## src/rtl/irq_nest_pkg.sv

```systemverilog
package irq_nest_pkg;

  // Per-channel progress code; the value 2'b11 is never produced.
  typedef enum logic [1:0] {
    CH_IDLE = 2'b00,
    CH_PEND = 2'b01,
    CH_EXEC = 2'b10
  } ch_state_e;

endpackage

```

## src/rtl/irq_src_sel.sv

```systemverilog
module irq_src_sel #(
  parameter int NCH    = 3,
  parameter int MODE_W = 4,
  parameter int NSRC   = 10,
  localparam int CH_W  = (NCH > 1) ? $clog2(NCH) : 1,
  localparam int NCODE = 2 ** MODE_W
) (
  input  logic              clk,
  input  logic              rst,
  input  logic              wr_en,
  input  logic [CH_W-1:0]   wr_ch,
  input  logic [MODE_W-1:0] wr_data,
  input  logic [NSRC-1:0]   ev_src,
  output logic [NCH-1:0]    ev_hit,
  output logic [NCH-1:0]    mode_off
);

  // Event pulses widened to one bit per possible mode code.
  logic [NCODE-1:0] src_pad;

  always_comb begin
    src_pad = '0;
    for (int k = 1; k < NSRC && k < NCODE; k++) begin
      src_pad[k] = ev_src[k];
    end
  end

  for (genvar c = 0; c < NCH; c++) begin : g_mode
    logic [MODE_W-1:0] mode_q;

    always_ff @(posedge clk) begin
      if (rst) begin
        mode_q <= '0;
      end else if (wr_en && (wr_ch == CH_W'(c))) begin
        mode_q <= wr_data;
      end
    end

    assign mode_off[c] = (mode_q == '0) || (int'(mode_q) >= NSRC);
    assign ev_hit[c]   = !mode_off[c] && src_pad[mode_q];
  end

endmodule

```

## src/rtl/irq_chan_fsm.sv

```systemverilog
module irq_chan_fsm
  import irq_nest_pkg::*;
(
  input  logic       clk,
  input  logic       rst,
  input  logic       grant,
  input  logic       ret,
  input  logic       ev_hit,
  input  logic       mode_off,
  output logic [1:0] st_o
);

  ch_state_e st_q;

  always_ff @(posedge clk) begin
    if (rst) begin
      st_q <= CH_IDLE;
    end else begin
      unique case (st_q)
        CH_IDLE: if (ev_hit) st_q <= CH_PEND;
        CH_PEND: begin
          if (grant)         st_q <= CH_EXEC;
          else if (mode_off) st_q <= CH_IDLE;
        end
        CH_EXEC: if (ret) st_q <= CH_IDLE;
        default: st_q <= CH_IDLE;
      endcase
    end
  end

  assign st_o = st_q;

endmodule

```

## src/rtl/irq_inject_arb.sv

```systemverilog
module irq_inject_arb #(
  parameter int NCH   = 3,
  parameter int VEC_W = 9,
  parameter logic [VEC_W-1:0] VEC_TOP = 9'h1F5,
  parameter int HOLD  = 2,
  localparam int CH_W = (NCH > 1) ? $clog2(NCH) : 1,
  localparam int HW   = $clog2(HOLD + 1)
) (
  input  logic             clk,
  input  logic             rst,
  input  logic [NCH-1:0]   pend,
  input  logic [NCH-1:0]   exec,
  input  logic [NCH-1:0]   off,
  input  logic             fetch_stb,
  input  logic             flush,
  input  logic             lock_cmd,
  input  logic             free_cmd,
  output logic [NCH-1:0]   grant,
  output logic             inj_valid,
  output logic [CH_W-1:0]  inj_ch,
  output logic [VEC_W-1:0] inj_vec
);

  logic            en_q;
  logic [HW-1:0]   hold_q;
  logic [NCH-1:0]  blocked;
  logic [NCH-1:0]  elig;
  logic            slot_ok;
  logic            hit;
  logic [CH_W-1:0] pick;

  // blocked[i]: some channel of rank i or better is executing.
  for (genvar i = 0; i < NCH; i++) begin : g_blk
    if (i == 0) begin : g_first
      assign blocked[i] = exec[i];
    end else begin : g_rest
      assign blocked[i] = blocked[i-1] | exec[i];
    end
    assign elig[i] = pend[i] & ~off[i] & ~blocked[i];
  end

  assign slot_ok = fetch_stb && !flush && en_q && (hold_q == '0);

  always_comb begin
    grant = '0;
    pick  = '0;
    hit   = 1'b0;
    for (int i = 0; i < NCH; i++) begin
      if (slot_ok && elig[i] && !hit) begin
        grant[i] = 1'b1;
        pick     = CH_W'(i);
        hit      = 1'b1;
      end
    end
  end

  always_ff @(posedge clk) begin
    if (rst) begin
      en_q      <= 1'b1;
      hold_q    <= '0;
      inj_valid <= 1'b0;
      inj_ch    <= '0;
      inj_vec   <= '0;
    end else begin
      if (lock_cmd)      en_q <= 1'b0;
      else if (free_cmd) en_q <= 1'b1;

      if (hit)                            hold_q <= HW'(HOLD);
      else if (fetch_stb && hold_q != '0) hold_q <= hold_q - 1'b1;

      inj_valid <= hit;
      inj_ch    <= hit ? pick : '0;
      inj_vec   <= hit ? (VEC_TOP - VEC_W'({pick, 1'b0})) : '0;
    end
  end

endmodule

```

## src/rtl/irq_nest_seq.sv

```systemverilog
module irq_nest_seq #(
  parameter int NCH    = 3,
  parameter int MODE_W = 4,
  parameter int NSRC   = 10,
  parameter int VEC_W  = 9,
  parameter logic [VEC_W-1:0] VEC_TOP = 9'h1F5,
  parameter int HOLD   = 2,
  localparam int CH_W  = (NCH > 1) ? $clog2(NCH) : 1
) (
  input  logic               clk,
  input  logic               rst,
  input  logic [NSRC-1:0]    ev_src,
  input  logic               fetch_stb,
  input  logic               flush,
  input  logic [NCH-1:0]     ret_stb,
  input  logic               mode_wr_en,
  input  logic [CH_W-1:0]    mode_wr_ch,
  input  logic [MODE_W-1:0]  mode_wr_data,
  input  logic               glob_lock,
  input  logic               glob_free,
  output logic               inj_valid,
  output logic [CH_W-1:0]    inj_ch,
  output logic [VEC_W-1:0]   inj_vec,
  output logic [2*NCH-1:0]   ch_state
);

  logic [NCH-1:0] ev_hit;
  logic [NCH-1:0] mode_off;
  logic [NCH-1:0] grant;
  logic [NCH-1:0] pend;
  logic [NCH-1:0] exec;

  irq_src_sel #(
    .NCH(NCH), .MODE_W(MODE_W), .NSRC(NSRC)
  ) u_src (
    .clk(clk), .rst(rst),
    .wr_en(mode_wr_en), .wr_ch(mode_wr_ch), .wr_data(mode_wr_data),
    .ev_src(ev_src), .ev_hit(ev_hit), .mode_off(mode_off)
  );

  for (genvar c = 0; c < NCH; c++) begin : g_ch
    logic [1:0] st;

    irq_chan_fsm u_fsm (
      .clk(clk), .rst(rst),
      .grant(grant[c]), .ret(ret_stb[c]),
      .ev_hit(ev_hit[c]), .mode_off(mode_off[c]),
      .st_o(st)
    );

    assign pend[c]         = (st == irq_nest_pkg::CH_PEND);
    assign exec[c]         = (st == irq_nest_pkg::CH_EXEC);
    assign ch_state[2*c+:2] = st;
  end

  irq_inject_arb #(
    .NCH(NCH), .VEC_W(VEC_W), .VEC_TOP(VEC_TOP), .HOLD(HOLD)
  ) u_arb (
    .clk(clk), .rst(rst),
    .pend(pend), .exec(exec), .off(mode_off),
    .fetch_stb(fetch_stb), .flush(flush),
    .lock_cmd(glob_lock), .free_cmd(glob_free),
    .grant(grant),
    .inj_valid(inj_valid), .inj_ch(inj_ch), .inj_vec(inj_vec)
  );

endmodule

```

## config.mk

```make
export PLATFORM = sky130hd
export DESIGN_NAME = irq_nest_seq
export DESIGN_NICKNAME = d
export VERILOG_FILES = /design/src/rtl/irq_nest_pkg.sv /design/src/rtl/irq_src_sel.sv /design/src/rtl/irq_chan_fsm.sv /design/src/rtl/irq_inject_arb.sv /design/src/rtl/irq_nest_seq.sv
export SDC_FILE = /design/constraint.sdc
export NUM_CORES = 1
export LEC_CHECK = 0
export BUFFER_PORTS_ARGS = -buffer_cell sky130_fd_sc_hd__buf_2
export CAP_MARGIN = 40
export CORE_MARGIN = 1
export CORE_UTILIZATION = 46
export CTS_CLUSTER_DIAMETER = 80
export DETAILED_ROUTE_END_ITERATION = 10
export GPL_ROUTABILITY_DRIVEN = 0
export PLACE_DENSITY = 0.74
export SLEW_MARGIN = 20
export SYNTH_ARGS = -nofsm -noshare
export SYNTH_HDL_FRONTEND = slang
export SYNTH_SLANG_ARGS = --single-unit
```

## constraint.sdc

```tcl
create_clock -name clk -period 1.58 [get_ports clk]
set_clock_uncertainty 0.1 [all_clocks]
set_input_delay 0.079 -clock clk [delete_from_list [all_inputs] [get_ports clk]]
set_output_delay 0.079 -clock clk [all_outputs]
set_load 0.1 [all_outputs]
```

==> results.md, run 1 <==
* Crit-path cells: or4_4, nand4b_1, a21o_1, a211oi_2
* Fillers at 234
* Final setup fails at 5
* I/O Buffers at 42
* Biggest cell delay along the critical path at 0.50 ns
* Reg2reg path depth at 4
* CP required at 1.72 ns
* Initial Utilization at 48.35%
* Clock transition at path regs at 0.16 ns
* Overflow after GRT at 0
* Synth area leaders: dfxtp_1 38%, mux2i_1 12%, nor2_1 5.4%, mux4_2 4.6%, a211oi_1 2.6%
* Max IR drop VDD at 433.3 uV
* Period utilisation layout at 103.8%
* Initial antenna violation count at 0
* Post-synth EDFFs at 0
* Die width at between 50 and 60 um
* First-pass GRT wire length at 5.733 mm
* DRT iter0 DRCs at 35
* Hpwl dp at 2.688 mm
* Mapped Area at 0.001464 mm^2
* Multi-input gate area at 882.1 um^2
* Core Area at 0.003028 mm^2
* PD cells at roughly 800 mW/mm^2
* RSZ-0062 raised after global routing: true
* Critical path startpoint category: flop
* Antenna Nets Post-Route at 0
* Inserted Clock Buffers at 3
* Sequential share of the synthesized area at 38.29%
* Syn Nets at 177
* Violated checks: negative setup slack
* Final Hold Viols at 0
* Post-synthesis area per instance at 9.759 um^2
* Critical Path AT at roughly 1.8 ns
* Die Area at about 0.0034 mm^2
* WS Path Type: reg2reg
* Worst Hold Class: in2reg
* Fin cells at between 200 and 300
* P&R area growth vs syn at 42.22%
* Worst setup margin at -0.06067 ns
* Largest net degree at the start of global routing at 23
* Layout cell share with drive strength beyond 1 at 49.08%
* Placed insts at 243
* Placed Area at 0.001822 mm^2
* Biggest area consumer among synthesized cells: dfxtp_1
* Slowest stage cell, crit path: or4_4
* I/O Pins at 44
* WL final at 3.503 mm
* Vias in the first global route at 1337
* CTS tree: built
* DR WL/cell at 13.37 um
* Max Cap Viol at 0
* Vias per cell at 5.225
* Max Fclk at 0.6095 GHz
* Synth top cells by count: 28 x dfxtp_1, 21 x nor2_1, 17 x mux2i_1
* Clk buf depth at 2
* Ys flop type: dfxtp_1
* Synth async-reset ratio at 0%
* Final min period at 1.641 ns
* N_diodes at 0
* Synth Warn # at 0
* Outcome: finished, violations left
* Register bit total from synthesis at 28
* Nets at 246
* Crit end category: flop
* Clock Latency Late Sink at 0.34 ns
* Cell row count at 20
* Drt drc at 0
* Drt first pass iters at 4
* Min Hold Slack at 0.03015 ns
* Cell with the most instances after synthesis: dfxtp_1
* Slew Viols, Final at 0
* Worst-path maximum fanout at 4
* Static leakage at between 0.0009 and 0.001 uW
* Synth cell types at 41
* Root buffer cell: clkbuf_4
* Synth Instances at 150
* Hold Path Stages at 4
* Gr usage total at 22.01%
* Deepest level of the CTS H-tree at 1
* Design area at 0.002082 mm^2
* Sequential cell area at 589.3 um^2
* Die height at between 50 and 60 um
* Post-synth top area share at 38.29%
* Via count at about 1400
* Clock Sinks at 28
critical path, delay by kind of cell (launching register included):
kind | cells | cell delay (ns)
simple gates | 2 | 0.71
flops | 1 | 0.39
compound gates | 2 | 0.34
state kept, by name (all words and copies together), names as in the netlist:
| register | cells |
|---|---|
| u_arb.inj_ch | 1 |
| g_ch.u_fsm.st_o | 6 |
| u_arb.inj_vec | 5 |
| u_arb.en_q | 1 |
| u_src.g_mode.mode_q | 12 |
| u_arb.hold_q | 2 |
| u_arb.inj_valid | 1 |
per-stage QoR:
stage | total power [uW] | setup WS, ns | TNS (ns) | utilization, %
finish | 1696 | -0.06067 | -0.2571 | 68.76
global placement | 1151 | -0.04542 | -0.1027 | 60.17
CTS | 1689 | -0.05003 | -0.1990 | 66.16
detailed placement | 1167 | -0.09150 | -0.3742 | 60.17
floorplan | 1048 | -0.08167 | -0.08167 | -
global route | 1779 | -0.1103 | -0.6236 | 68.76
final timing paths:
check | startpoint | to | slack [ns]
worst min register to register | g_ch[2].u_fsm.st_o[1] | g_ch[2].u_fsm.st_o[1] | 0.39
worst max register to register | u_src.g_mode[2].mode_q[0] | u_arb.inj_vec[7] | -0.06
worst min-delay path | mode_wr_ch[1] | u_src.g_mode[0].mode_q[0] | 0.03
worst max-delay path | u_src.g_mode[2].mode_q[0] | u_arb.inj_vec[7] | -0.06
cell type report:
| class | count | share of cell area [%] |
|---|---|---|
| well taps | 44 | 2.644 |
| flip-flops and latches | 28 | 28.31 |
| clock inverters | 1 | 1.442 |
| clock buffers | 3 | 1.082 |
| inverters | 6 | 1.082 |
| multi-input cells | 106 | 42.37 |
| repair buffers | 74 | 23.08 |
cells by family (layout without fill, tap and decap cells):
logic type	count (synthesis)	after routing	share of synthesized area (%)
multiplexers	21	21	17.01
AND/OR/NAND/NOR	54	54	23.67
other	1	1	0.2562
adder cells (fa/ha/maj)	1	1	0.8546
XOR/XNOR	1	1	0.5984
flip-flops	28	28	38.29
buffers and inverters	16	84	6.410
AO/OA/AOI/OAI	28	28	12.91
layout by cell type, fill, tap and decap left out, types with 2 or more instances in the layout:
master         count
buf_2             42
nor2_1            21
buf_4             21
mux2i_1           16
dfxtp_1           15
dlygate4sd3_1      9
dfxtp_2            8
a21oi_1            6
dfxtp_4            5
nand3b_1           4
inv_1              4
nand2b_1           4
or4_4              3
nand4b_4           3
o21ai_0            3
a211oi_1           3
mux4_2             3
clkbuf_4           3
inv_2              2
o21ai_2            2
nand4b_1           2
nor2b_1            2
nand3_1            2
a21o_1             2
a211oi_2           2
nor3b_1            2
or3_1              2
nand2_1            2
nor3_1             2
buf_6              2
where the power goes:
part           internal [uW]  switching (uW)  total [uW]
registers                739            24.6         764
clock network            257             225         482
logic                    214             236         450
total                   1210             486        1700
repair_timing:
action | CTS | global route
gates cloned | 0 | 0
hold buffers | 9 | 0
setup endpoints to repair | 11 | 14
endpoints found under the hold margin | 16 | 0
buffers inserted | 2 | 4
gates resized for setup | 11 | 13
pin swaps | 9 | 8
layer usage:
| layer | global-route usage [%] | vias up | wire length (um) | share of wire (%) |
|---|---|---|---|---|
| li1 | - | 677 | - | - |
| met1 | 25.14 | 642 | 1475 | 42 |
| met2 | 40.39 | 45 | 1824 | 52 |
| met3 | 3.956 | 5 | 161 | 4.6 |
| met4 | 8.844 | 0 | 42 | 1.2 |
| met5 | 0 | - | 0 | 0 |
(Power assumes the default switching activity.)
==> inputs of run 2 (changes only) <==
- clock period: 1.58 -> 1.5 ns (I/O delays scaled with it)
==> run 2 against run 1 <==
The run still ends with negative setup slack left. Hold slack got worse by 0.017 ns. Die area stayed put. Cell count rose by 0.76%. Count of clock-buffer cells in the layout unchanged. First-iteration DRC count up 11%. Cell area increased by 0.54%. Combinational power increased by 10%. Via count shrank 0.29%. Fmax increased by 2.9%. Global-route usage grew 0.13 points. Register-to-register slack worse by 0.03 ns. Sequential power increased by 4.8%. Critical endpoint unchanged. Largest cell class unchanged. Largest power group unchanged.
==> results.md, run 2 (synthesis results as in run 1) <==
* Outcome: finished, violations left
* Violated checks: negative setup slack
* Static leakage at 0.0009303 uW
* Die width at 58.41 um
* WS Path Type: reg2reg
* Drt drc at 0
* Final min period at ~1.6 ns
* Cell row count at 20
* Placed insts at between 200 and 250
* First-pass GRT wire length at 5.692 mm
* Vias in the first global route at 1314
* DR WL/cell at 13.14 um
* P&R area growth vs syn at 42.99%
* Reg power frac at 44.4%
* Crit-path cells: or4_1, nand4b_1, a21o_1, a211oi_1
* Hpwl dp at 2.660 mm
* CTS tree: built
* Inserted Clock Buffers at 3
* Initial Utilization at 48.35%
* Max Cap Viol at 0
* Hold worst-path end: u_arb.inj_ch[1]
* Largest net degree at the start of global routing at 21
* CP required at approximately 1.6 ns
* Clock Sinks at 28
* Antenna Nets Post-Route at 0
* Clk buf depth at 2
* Multi-input gate area at 873.3 um^2
* Nets at 248
* Gr usage total at 22.14%
* Placed Area at 0.001881 mm^2
* Clock transition at path regs at about 0.16 ns
* DRT iter0 DRCs at 39
* Gate power share at 27.6%
* Sw Ratio at roughly 29%
* Design area at roughly 0.0021 mm^2
* Overflow after GRT at 0
* Flop2flop setup slack at -0.09 ns
* Reg2reg path depth at 4
* Critical Path AT at about 1.7 ns
* Die height at 58.41 um
* Worst setup margin at -0.09396 ns
* Critical path startpoint category: flop
* Slew Viols, Final at 0
* Clock Power Share at 28.0%
* N_diodes at 0
* I/O Pins at 44
* Final setup fails at 9
* Worst Path Buf+Inv at 0
* Vias per cell at 5.170
* Max IR drop VDD at 426.0 uV
* P_int at 1281 uW
* Initial antenna violation count at 0
* Most common cell after layout, fill and taps aside: buf_2
* Period utilisation layout at 106.3%
* Reg2reg end: u_arb.inj_vec[7]
* Reg2Reg Launch Point: u_src.g_mode[2].mode_q[0]
* RSZ-0062 raised after global routing: true
* Hold path startpoint: rst
* Top reg by flops: u_src.g_mode.mode_q
* Hold Path Stages at 2
* Core Area at 0.003028 mm^2
* WL final at 3.468 mm
* Slowest stage cell, crit path: or4_1
* Root buffer cell: clkbuf_4
* Deepest level of the CTS H-tree at 1
* NetSw at 521.9 uW
* Min Hold Slack at 0.01329 ns
* PD cells at around 860 mW/mm^2
* Fillers at 245
* I/O Buffers at 42
* Layout cell share with drive strength beyond 1 at 48.18%
* Crit end category: flop
* Setup TNS at -0.5362 ns
* Biggest cell delay along the critical path at around 0.52 ns
* Drt first pass iters at 4
* Via count at 1365
* Final Hold Viols at 0
* Clock Latency Late Sink at between 0.3 and 0.4 ns
* Fin cells at between 200 and 300
* Max Fclk at about 0.63 GHz
* Die Area at 0.003412 mm^2
* Sequential cell area at ~600 um^2
* Max reg flops at 12
* Worst Hold Class: in2reg
* Commonest cells after routing, fill and taps aside: 42 x buf_2, 22 x buf_4, 21 x nor2_1
* Top delay family on crit path: simple AND/OR/NAND/NOR gates
* Worst-path maximum fanout at 4
[run 2: timing repair]
action / 4_1_cts / 5_1_grt
setup buffers: 2 / 1
gates resized for setup: 9 / 6
endpoints found under the setup margin: 10 / 13
pin swaps: 7 / 9
hold buffers: 9 / 0
endpoints found under the hold margin: 16 / 0
[run 2: final cells by class]
cell class	count	area share, %
repair buffers	76	23.85
well taps	44	2.630
flip-flops and latches	28	28.21
clock inverters	1	1.435
clock buffers	3	1.076
multi-input cells	106	41.72
inverters	6	1.076
[run 2: how the worst max path moves through the flow]
stage	slack (ns)	from	to	depth (start not counted)
final	-0.09	u_src.g_mode[2].mode_q[0]	u_arb.inj_vec[7]	4
after global routing	-0.17	u_src.g_mode[2].mode_q[0]	u_arb.inj_vec[7]	4
after CTS	-0.09	u_arb.hold_q[1]	g_ch[2].u_fsm.st_o[0]	6
after detailed placement	-0.09	u_src.g_mode[2].mode_q[0]	u_arb.inj_vec[7]	4
after global placement	-0.06	u_src.g_mode[2].mode_q[0]	u_arb.inj_vec[7]	4
after floorplan	-0.13	u_arb.hold_q[1]	g_ch[2].u_fsm.st_o[0]	6
[run 2: stage by stage]
stage | util [%] | setup slack, ns | total power, uW
global route | 69.13 | -0.1673 | 1884
finish | 69.13 | -0.09396 | 1803
global placement | 62.11 | -0.06169 | 1239
CTS | 68.06 | -0.09084 | 1795
floorplan | - | -0.1349 | 1106
detailed placement | 62.11 | -0.08806 | 1257
[run 2: power by group through the flow]
stage | clock (uW) | combinational (uW) | sequential, uW
after detailed placement | 0 | 439 | 819
after floorplan | 0 | 233 | 873
after global placement | 0 | 424 | 815
after global routing | 531 | 548 | 806
after CTS | 515 | 479 | 801
final | 505 | 497 | 801
[run 2: per-layer routing]
metal / track usage (%) / wire length [um]
met5: 0 / 0
met2: 42.20 / 1836
met4: 8.163 / 52
met1: 25.14 / 1463
met3: 2.637 / 116
==> inputs of run 3 (changes only) <==
- BUFFER_PORTS_ARGS: -buffer_cell sky130_fd_sc_hd__buf_2 -> unset
- CORE_UTILIZATION: 46 -> 55
- DONT_BUFFER_PORTS: unset -> 1
- GPL_ROUTABILITY_DRIVEN: 0 -> unset
- PLACE_DENSITY: 0.74 -> 0.72
==> run 3 against run 2 <==
The run ends with negative hold slack, negative setup slack left. First-iteration DRC count stayed put. Fmax is 1.1% lower. Cell count is 13% lower. Power down 14%. Hold slack got worse by 0.32 ns. Sequential share of layout area grew 1.3 points. Register-to-register slack worse by 0.02 ns. Clock power shrank 37%. Critical path type unchanged. Largest power group unchanged. Core utilization increased by 12 points. Worst setup slack worse by 0.017 ns. Via count is 2.6% lower. Critical endpoint is now g_ch[1].u_fsm.st_o[0]. Combinational power down 13%.
==> results.md, run 3 (synthesis results as in run 1) <==
* Outcome: finished, violations left
* Violated checks: negative hold slack, negative setup slack
* Cell row count at 18
* Critical path launch point: u_arb.hold_q[1]
* Hold path startpoint: rst
* Vias in the first global route at 1354
* Placer congestion estimate at 0.8312
* Min Hold Slack at -0.3102 ns
* Clock Sinks at 28
* Inserted Clock Buffers at 3
* Worst setup margin at -0.1111 ns
* Initial antenna violation count at 0
* Critical path startpoint category: flop
* WL final at between 3 and 4 mm
* First-pass GRT wire length at 5.658 mm
* I/O Pins at 44
* Pre-CTS WS at -0.08754 ns
* Most common cell after layout, fill and taps aside: buf_4
* Worst Hold Class: in2reg
* Max Fclk at 0.6207 GHz
* CP required at 1.63 ns
* Hold buffers post-CTS at 13
* Static leakage at 0.0008629 uW
* Final Hold Viols at 14
* N_diodes at 0
* Layout cell share with drive strength beyond 1 at 41.00%
* WS Path Type: reg2reg
* Deepest level of the CTS H-tree at 1
* RSZ-0062 raised after global routing: true
* Largest net degree at the start of global routing at 28
* Root buffer cell: clkbuf_4
* Slew Viols, Final at 0
* Max reg flops at 12
* Clk buf depth at 2
* DRT iter0 DRCs at 39
* Final setup fails at 13
* Total power at 1545 uW
* Clock transition at path regs at roughly 0.15 ns
* CTS tree: built
* I/O Buffers at 0
* Via count at 1330
* Die Area at about 0.0029 mm^2
* Clock Latency Late Sink at 0.32 ns
* Final min period at 1.611 ns
* Sequential cell area at 600.6 um^2
* Period utilisation layout at 107.4%
* PD cells at about 760 mW/mm^2
* Core Area at roughly 0.0025 mm^2
* Commonest cells after routing, fill and taps aside: 39 x buf_4, 21 x nor2_1, 17 x mux2i_1
* Worst-path maximum fanout at 3
* Reg2Reg Launch Point: u_arb.hold_q[1]
* Crit end category: flop
* Vias per cell at 5.783
* Fillers at 148
* Critical Path AT at 1.74 ns
* Antenna Nets Post-Route at 0
* Die height at 53.59 um
* DR WL/cell at 15.79 um
* P&R area growth vs syn at 38.80%
* Multi-input gate area at approximately 860 um^2
* Overflow after GRT at 0
* Drt drc at 0
* Top reg by flops: u_src.g_mode.mode_q
* Max IR drop VDD at 595.3 uV
* Die width at ~54 um
* Drt first pass iters at 4
* Hpwl dp at 2.634 mm
* Gr usage total at 27.48%
* Initial Utilization at between 50% and 60%
* Max Cap Viol at 0
* Nets at about 230
## run 3: changes by cell type in the layout (fill, tap and decap cells not counted), sizes merged
cell,change
clkbuf,+1
buf,-24
bufinv,-1
dlygate4sd3,+4
## run 3: critical path: stages, from the launching register on
cell	delay, ns
dfxtp_2	0.34
inv_2	0.06
ha_4	0.13
nand4b_1	0.18
nor3b_4	0.32
buf_4	0.16
nand2_2	0.04
a22o_1	0.17
## run 3: metal layers
metal,vias to the layer above,routed length (um),GRT usage (%)
met1,631,1394,28.35
met2,53,1995,53.54
met4,0,29,11.40
li1,642,-,-
met5,-,0,0
met3,4,213,4.802
## run 3: area by class of cell
class / instances / share of cell area, %
inverters: 6 / 1.108
flip-flops and latches: 28 / 29.56
repair buffers: 56 / 23.89
clock buffers: 4 / 1.293
multi-input cells: 106 / 42.30
well taps: 30 / 1.847
## run 3: final timing paths
kind	to	cells after the start	slack, ns
setup / recovery	g_ch[1].u_fsm.st_o[0]	7	-0.11
hold / removal	g_ch[0].u_fsm.st_o[1]	1	-0.31
setup reg to reg	g_ch[1].u_fsm.st_o[0]	7	-0.11
hold reg to reg	g_ch[0].u_fsm.st_o[0]	3	0.52
## run 3: power breakdown
group	switching (uW)	internal [uW]
logic	217	214
clock network	213	104
registers	24.6	772
total	455	1090
## run 3: metrics by stage
step	instances	utilization (%)	hold WS, ns	area (um^2)	TNS, ns
6_report	230	81.28	-0.3102	2032	-0.7943
5_1_grt	230	81.28	-0.3314	2032	-1.701
4_1_cts	227	79.63	-0.3157	1991	-0.5411
3_5_place_dp	207	71.72	0.04106	1793	-0.6188
3_3_place_gp	207	71.72	0.04090	1793	-0.2958
2_1_floorplan	150	-	0.08643	1521	-0.2143
## run 3: repair_timing
item,in CTS,in global routing
buffers inserted,3,3
endpoints found under the setup margin,11,15
gates cloned,0,0
gates resized for setup,7,8
pin swaps,7,3
endpoints found under the hold margin,27,14
